==> config.mk <==
export PLATFORM = sky130hd
export DESIGN_NAME = fpcsr_unit
export DESIGN_NICKNAME = d
export VERILOG_FILES = /design/src/rtl/fpcsr_pkg.sv /design/src/rtl/fpcsr_ctrl.sv /design/src/rtl/fpcsr_dpath.sv /design/src/rtl/fpcsr_unit.sv
export SDC_FILE = /design/constraint.sdc
export NUM_CORES = 1
export LEC_CHECK = 0
export CORE_MARGIN = 5
export CORE_UTILIZATION = 31
export DETAILED_ROUTE_END_ITERATION = 16
export PLACE_DENSITY = 0.78
export SYNTH_ARGS = -nofsm -noshare
export SYNTH_HDL_FRONTEND = slang
export SYNTH_SLANG_ARGS = --single-unit
==> constraint.sdc <==
create_clock -name clk -period 1.3 [get_ports clk]
set_input_delay 0.195 -clock clk [delete_from_list [all_inputs] [get_ports clk]]
set_output_delay 0.195 -clock clk [all_outputs]
set_load 0.1 [all_outputs]
==> src/rtl/fpcsr_pkg.sv <==
package fpcsr_pkg;

  // Strobes passed from the write decoder to the register datapath.
  typedef struct packed {
    logic ctrlWr;  // accepted control write
    logic statWr;  // status write (replaces the flag set)
    logic mbzHit;  // rejected control write
  } csrStrobe_t;

  typedef enum logic [1:0] {
    RM_NEAREST_EVEN = 2'd0,
    RM_TO_ZERO      = 2'd1,
    RM_TO_POS_INF   = 2'd2,
    RM_TO_NEG_INF   = 2'd3
  } roundMode_e;

endpackage

==> src/rtl/fpcsr_ctrl.sv <==
module fpcsr_ctrl
  import fpcsr_pkg::*;
#(
  parameter int DATA_W  = 32,
  parameter int MBZ_LSB = 12
) (
  input  logic              clk,
  input  logic              rstN,
  input  logic              wrEn,
  input  logic              wrSel,
  input  logic [DATA_W-1:0] wrData,
  output csrStrobe_t        strobe,
  output logic              mbzErr
);

  localparam int MBZ_W = DATA_W - MBZ_LSB;

  logic mbzNonZero;
  logic errQ;

  assign mbzNonZero = (wrData[DATA_W-1:MBZ_LSB] != {MBZ_W{1'b0}});

  always_comb begin
    strobe.mbzHit = wrEn && !wrSel && mbzNonZero;
    strobe.ctrlWr = wrEn && !wrSel && !mbzNonZero;
    strobe.statWr = wrEn && wrSel;
  end

  always_ff @(posedge clk) begin
    if (!rstN) errQ <= 1'b0;
    else       errQ <= strobe.mbzHit;
  end

  assign mbzErr = errQ;


  reject_excl_chk: assert property (@(posedge clk) disable iff (!rstN)
    strobe.mbzHit |-> !strobe.ctrlWr && !strobe.statWr);


  err_pulse_chk: assert property (@(posedge clk) disable iff (!rstN)
    !strobe.mbzHit |=> !mbzErr);

endmodule

==> src/rtl/fpcsr_dpath.sv <==
module fpcsr_dpath
  import fpcsr_pkg::*;
#(
  parameter int DATA_W   = 32,
  parameter int CTRL_W   = 7,
  parameter int FLAG_LSB = 7,
  parameter int FLAG_N   = 5
) (
  input  logic              clk,
  input  logic              rstN,
  input  csrStrobe_t        strobe,
  input  logic [DATA_W-1:0] wrData,
  input  logic [FLAG_N-1:0] flagReport,
  input  logic              rdSel,
  output logic [DATA_W-1:0] rdData,
  output logic [1:0]        roundMode
);

  logic [CTRL_W-1:0] ctrlQ;
  logic [FLAG_N-1:0] flagQ;

  always_ff @(posedge clk) begin
    if (!rstN)              ctrlQ <= '0;
    else if (strobe.ctrlWr) ctrlQ <= wrData[CTRL_W-1:0];
  end

  // One sticky cell per exception flag: a status write loads it first, then
  // a report from the same cycle is ORed on top.
  for (genvar i = 0; i < FLAG_N; i++) begin : g_flag
    logic baseBit;
    assign baseBit = strobe.statWr ? wrData[FLAG_LSB+i] : flagQ[i];
    always_ff @(posedge clk) begin
      if (!rstN) flagQ[i] <= 1'b0;
      else       flagQ[i] <= baseBit | flagReport[i];
    end
  end

  always_comb begin
    rdData = '0;
    if (rdSel) rdData[FLAG_LSB +: FLAG_N] = flagQ;
    else       rdData[CTRL_W-1:0]         = ctrlQ;
  end

  assign roundMode = ctrlQ[1:0];


  flags_sticky_chk: assert property (@(posedge clk) disable iff (!rstN)
    !strobe.statWr |=> ((flagQ & $past(flagQ)) == $past(flagQ)));


  report_merge_chk: assert property (@(posedge clk) disable iff (!rstN)
    (flagReport != '0) |=> ((flagQ & $past(flagReport)) == $past(flagReport)));


  ctrl_isolated_chk: assert property (@(posedge clk) disable iff (!rstN)
    !strobe.ctrlWr |=> $stable(ctrlQ));


  stat_zero_bits_chk: assert property (@(posedge clk) disable iff (!rstN)
    rdSel |-> (rdData & ~({{(DATA_W-FLAG_N){1'b0}}, {FLAG_N{1'b1}}} << FLAG_LSB)) == '0);

endmodule

==> src/rtl/fpcsr_unit.sv <==
module fpcsr_unit
  import fpcsr_pkg::*;
#(
  parameter int DATA_W   = 32,
  parameter int CTRL_W   = 7,
  parameter int FLAG_LSB = 7,
  parameter int FLAG_N   = 5,
  parameter int MBZ_LSB  = 12
) (
  input  logic              clk,
  input  logic              rstN,
  input  logic              wrEn,
  input  logic              wrSel,
  input  logic [DATA_W-1:0] wrData,
  input  logic              rdSel,
  output logic [DATA_W-1:0] rdData,
  input  logic [FLAG_N-1:0] flagReport,
  output logic [1:0]        roundMode,
  output logic              mbzErr
);

  csrStrobe_t strobe;

  fpcsr_ctrl #(.DATA_W(DATA_W), .MBZ_LSB(MBZ_LSB)) u_ctrl (
    .clk(clk), .rstN(rstN), .wrEn(wrEn), .wrSel(wrSel), .wrData(wrData),
    .strobe(strobe), .mbzErr(mbzErr)
  );

  fpcsr_dpath #(.DATA_W(DATA_W), .CTRL_W(CTRL_W), .FLAG_LSB(FLAG_LSB),
                .FLAG_N(FLAG_N)) u_dpath (
    .clk(clk), .rstN(rstN), .strobe(strobe), .wrData(wrData),
    .flagReport(flagReport), .rdSel(rdSel), .rdData(rdData),
    .roundMode(roundMode)
  );


  reject_keeps_mode_chk: assert property (@(posedge clk) disable iff (!rstN)
    (wrEn && !wrSel && wrData[DATA_W-1:MBZ_LSB] != '0) |=> mbzErr && $stable(roundMode));


  mode_matches_ctrl_chk: assert property (@(posedge clk) disable iff (!rstN)
    !rdSel |-> roundMode == rdData[1:0]);


  ctrl_upper_zero_chk: assert property (@(posedge clk) disable iff (!rstN)
    !rdSel |-> rdData[DATA_W-1:CTRL_W] == '0);

endmodule

---- Yosys cells after proc, flatten, opt, wreduce, memory -nomap -nowiden ----
Index checks and enable logic that the tools add are counted.
operators by class
  bitwise operators ....................... 5
  mux-type cells .......................... 7
  reduce and logical (&&, ||, !) cells .... 7
operators with widths
  kind                 count
  nonzero test 20 bit  1
  two-way mux 7 bit    1
  two-way mux 1 bit    5
  two-way mux 5 bit    1
  bitwise OR 1 bit     5
  logical AND 1 bit    4
  zero test 1 bit      2
word-level totals
  bits of input ports ..................... 42
  output and inout port bits .............. 35
  register bits ........................... 13
  word-level logic and storage cells ...... 26

---- Longest topological paths before layout ----
  depth in word-level cells ............... 3
  depth in mapped cells ................... 5
  depth with buffers taken out ............ 4

---- By module ----
From an unflattened synthesis, not the netlist that was laid out.
second synthesis, totals
  cells, all modules ...................... 88
  area total of the unflattened synthesis .. 817.0 µm²
modules (own cells, without submodules)
  module       cells each  seq. area each (µm²)  times used  area an instance (µm²)
  fpcsr_dpath  74          240.2                 1           704.4
  fpcsr_ctrl   14          20.0                  1           112.6

---- Worst setup path after synthesis ----
Ideal clock, no wire load.
  path kind ............................... input port to output port
  start point ............................. in rdSel
  end point ............................... out rdData[1]
  slack ................................... -0.599 ns
  cell stages on the path ................. 2
  data required time ...................... 1.105 ns
  buffers on the path ..................... 1
  arrival ................................. 1.704 ns
  path through ............................ clkbuf_1 -> nor2b_1
between the ends
  cells in the longest elaborated chain, start to end .. 1
ends and longest elaborated chain
  element             line               RTL
  start: declaration  fpcsr_unit.sv:15   input logic rdSel,
  two-way mux 7 bit   fpcsr_dpath.sv:40  if (rdSel) rdData[FLAG_LSB +: FLAG_N] = flagQ;
  end: declaration    fpcsr_unit.sv:16   output logic [DATA_W-1:0] rdData,
Every way passes these cells.

---- Worst setup path after layout ----
  start point ............................. in wrData[21]
  end point ............................... reg u_dpath.ctrlQ[6]
between the ends
  cells in the longest elaborated chain, start to end .. 3
ends and longest elaborated chain
  element                 line               RTL
  start: declaration      fpcsr_unit.sv:14   input logic [DATA_W-1:0] wrData,
  nonzero test 20 bit     fpcsr_ctrl.sv:21   assign mbzNonZero = (wrData[DATA_W-1:MBZ_LSB] != {MBZ_W{1'b0}});
  zero test 1 bit         fpcsr_ctrl.sv:25   strobe.ctrlWr = wrEn && !wrSel && !mbzNonZero;
  logical AND 1 bit       fpcsr_ctrl.sv:25
  end signal: assignment  fpcsr_dpath.sv:24  else if (strobe.ctrlWr) ctrlQ <= wrData[CTRL_W-1:0];
  end: declaration        fpcsr_dpath.sv:19  logic [CTRL_W-1:0] ctrlQ;
Every way passes these cells.
A chain may end at the register's enable or synchronous reset.

==> flow_metrics.env <==
export IMPL_status="completed"
export IMPL_drt_pass1_iterations=4
export IMPL_final_cells=183
export IMPL_ys_warnings_count=0
export IMPL_syn_inst=97
export IMPL_core_area_sq_mm=0.002734
export IMPL_crit_path_top_delay_cell="clkdlybuf4s50_1"
export IMPL_ys_ff_latch=13
export IMPL_crit_required_ps=1470
export IMPL_synthDistinctLibCells=19
export IMPL_initial_core_util_pct=32.08
export IMPL_final_util_pct=61.24
export IMPL_clock_fmax_ghz=0.7876
export IMPL_num_nets_final=195
export IMPL_fin_skew_ps=0
export IMPL_dieHeight_um=63.19
export IMPL_hp_start="wrData[18]"
export IMPL_start_kind="input port"
export IMPL_ff2ff_path_depth=2
export IMPL_grt_usage_pct=12.82
export IMPL_crit_start="wrData[21]"
export IMPL_drt_wl_total_um=2527
export IMPL_finalCritPeriodShare_pct=97.67
export IMPL_rsz0062_at_grt="true"
export IMPL_path_clk_slew_ps=80
export IMPL_drc=0
export IMPL_yosysMostFrequentCell="buf_4"
export IMPL_fin_area_sq_mm=0.001674
export IMPL_reg2reg_from="u_dpath.flagQ[3]"
export IMPL_total_leakage_power_nw=0.6644
export IMPL_yosys_top_cells_area="dfxtp_1 30%, buf_4 19%, nor4_2 7.1%"
export IMPL_diodes=0
export IMPL_cts_buffer_depth=2
export IMPL_netlist_area_sq_um=877.1
export IMPL_cp_end_kind="flop"
export IMPL_antenna_found_initial=0
export IMPL_maxCapViolations=0
export IMPL_clkLatencyLatePin_ps=280
export IMPL_critPathKind="input port to flop"
export IMPL_ir_worst_vdd_uv=797.3
export IMPL_globalplace_congestion=0.7860
export IMPL_hold_viol_final=0
export IMPL_dp_hpwl_um=2148
export IMPL_hold_path_depth=4
export IMPL_drt_wirelength_per_cell_um=13.81
export IMPL_post_place_ws_ps=-385.1
export IMPL_setup_ws_ps=30.28
export IMPL_yosys_top_cells_count="22 x buf_4, 13 x dfxtp_1, 8 x nor2b_1"
export IMPL_synth_top_cell_area_share_pct=29.67
export IMPL_cts_sinks=13
export IMPL_vias_per_cell=4.601
export IMPL_placement_io_buffers=56
export IMPL_cts_tree="yes"
export IMPL_cts_buffers_inserted=3
export IMPL_powerDensity_mw_per_mm2=753.5
export IMPL_grt_pass1_vias=901
export IMPL_h_tree_depth=1
export IMPL_ant_nets=0
export IMPL_die_x_um=63.19
export IMPL_slowest_delay_ps=440
export IMPL_dp_cells=179
export IMPL_place_area_sq_mm=0.001545
export IMPL_yosysTopAreaCell="dfxtp_1"
export IMPL_pin_count=77
export IMPL_dr_first_iter_drc_count=8
export IMPL_rows=19
export IMPL_grt_max_degree=14
export IMPL_seq_area_sq_um=261.5
export IMPL_layout_drive_gt1_share_pct=32.24
export IMPL_syn_avg_cell_area_sq_um=9.042
export IMPL_cp_data_arrival_time_ps=1440
export IMPL_grt_overflow=0
export IMPL_fin_crit_ps=1270
export IMPL_hold_path_class="input port to flop"
export IMPL_cts_root_buf="clkbuf_4"
export IMPL_drv_slew=0
export IMPL_worstPathMaxFanout=7
export IMPL_yosysSeqAreaShare_pct=29.67
export IMPL_area_delta_synth_final_pct=90.87
export IMPL_synthFlopType="dfxtp_1"
export IMPL_grt_pass1_wl_um=4105
export IMPL_finalSetupViolCount=0
export IMPL_synth_edf_count=0
export IMPL_worstPathCellList="clkdlybuf4s50_1 > nor4_4 > nand3_2 > o21ai_0 > a21boi_1"
export IMPL_fin_setup_tns_ps=0
export IMPL_dieArea_sq_mm=0.003993
export IMPL_multi_input_area_sq_um=598.1
export IMPL_route_vias_total=842
export IMPL_post_cts_setup_buffers=0
export IMPL_n_fill_cell=238
export IMPL_ys_async_sr_fraction_pct=0
## worst paths after layout
path,slack (ps),endpoint
worst min-delay path,450,u_ctrl.mbzErr
worst min register to register,480,u_dpath.ctrlQ[4]
worst max-delay path,30,u_dpath.ctrlQ[6]
worst max register to register,460,u_dpath.flagQ[3]
## report_power, final
part	total (mW)	internal (mW)	switching (mW)	leakage [nW]
Clock	0.253	0.119	0.134	0.0150
Sequential	0.416	0.411	0.00502	0.107
Combinational	0.592	0.186	0.406	0.542
## cells in the final DEF (no fill, tap or decap), drive strengths merged, types with 6 or more instances in the layout
cell type / instances
dfxtp: 13
nor2b: 8
conb: 20
dlymetal6s2s: 6
o21ai: 7
buf: 18
clkdlybuf4s50: 33
nand4: 7
and2: 6
a21boi: 7
## per-layer routing
metal | up-vias | GRT usage, % | share of wire, %
met3 | 4 | 7.638 | 14
met5 | - | 0 | 0
met1 | 382 | 12.47 | 31
met4 | 0 | 2.338 | 0.51
li1 | 409 | - | -
met2 | 47 | 23.33 | 55
## what timing repair did
action,CTS,global route
endpoints found under the hold margin,0,0
hold buffers,0,0
pin swaps,2,11
gates resized for setup,16,14
cloned,0,0
setup endpoints to repair,19,8
## stage by stage
stage / power (mW) / hold WS, ps
finish: 1.261 / 449.0
global route: 1.319 / 462.6
CTS: 1.272 / 478.5
detailed placement: 1.002 / 465.2
global placement: 0.9935 / 455.4
floorplan: 0.8543 / 318.8
## final cells by class
class | instances | area share [%]
tap | 31 | 2.317
timing repair buffer | 59 | 44.77
multi-input combinational | 76 | 35.72
clock buffer | 4 | 1.570
sequential | 13 | 15.62
## state kept, by name (all words and copies together), names as in the netlist
name and cells:
u_dpath.ctrlQ 7, u_dpath.flagQ 5, u_ctrl.mbzErr 1
## cell families (layout without fill, tap and decap cells)
kind of cell,Yosys count,in the layout,share of synthesized area [%]
buffers and inverters,27,63,23.82
other,1,20,0.4275
and+or+nand+nor,31,31,24.82
AOI/OAI and AO/OA,20,20,14.84
DFF,13,13,29.67
muxes,5,5,6.419
## critical path: cells and delay by family
kind / cells / cell delay, ps
simple gates: 2 / 520
buf+inv: 1 / 440
compound gates: 2 / 270
(Power assumes the default switching activity.)
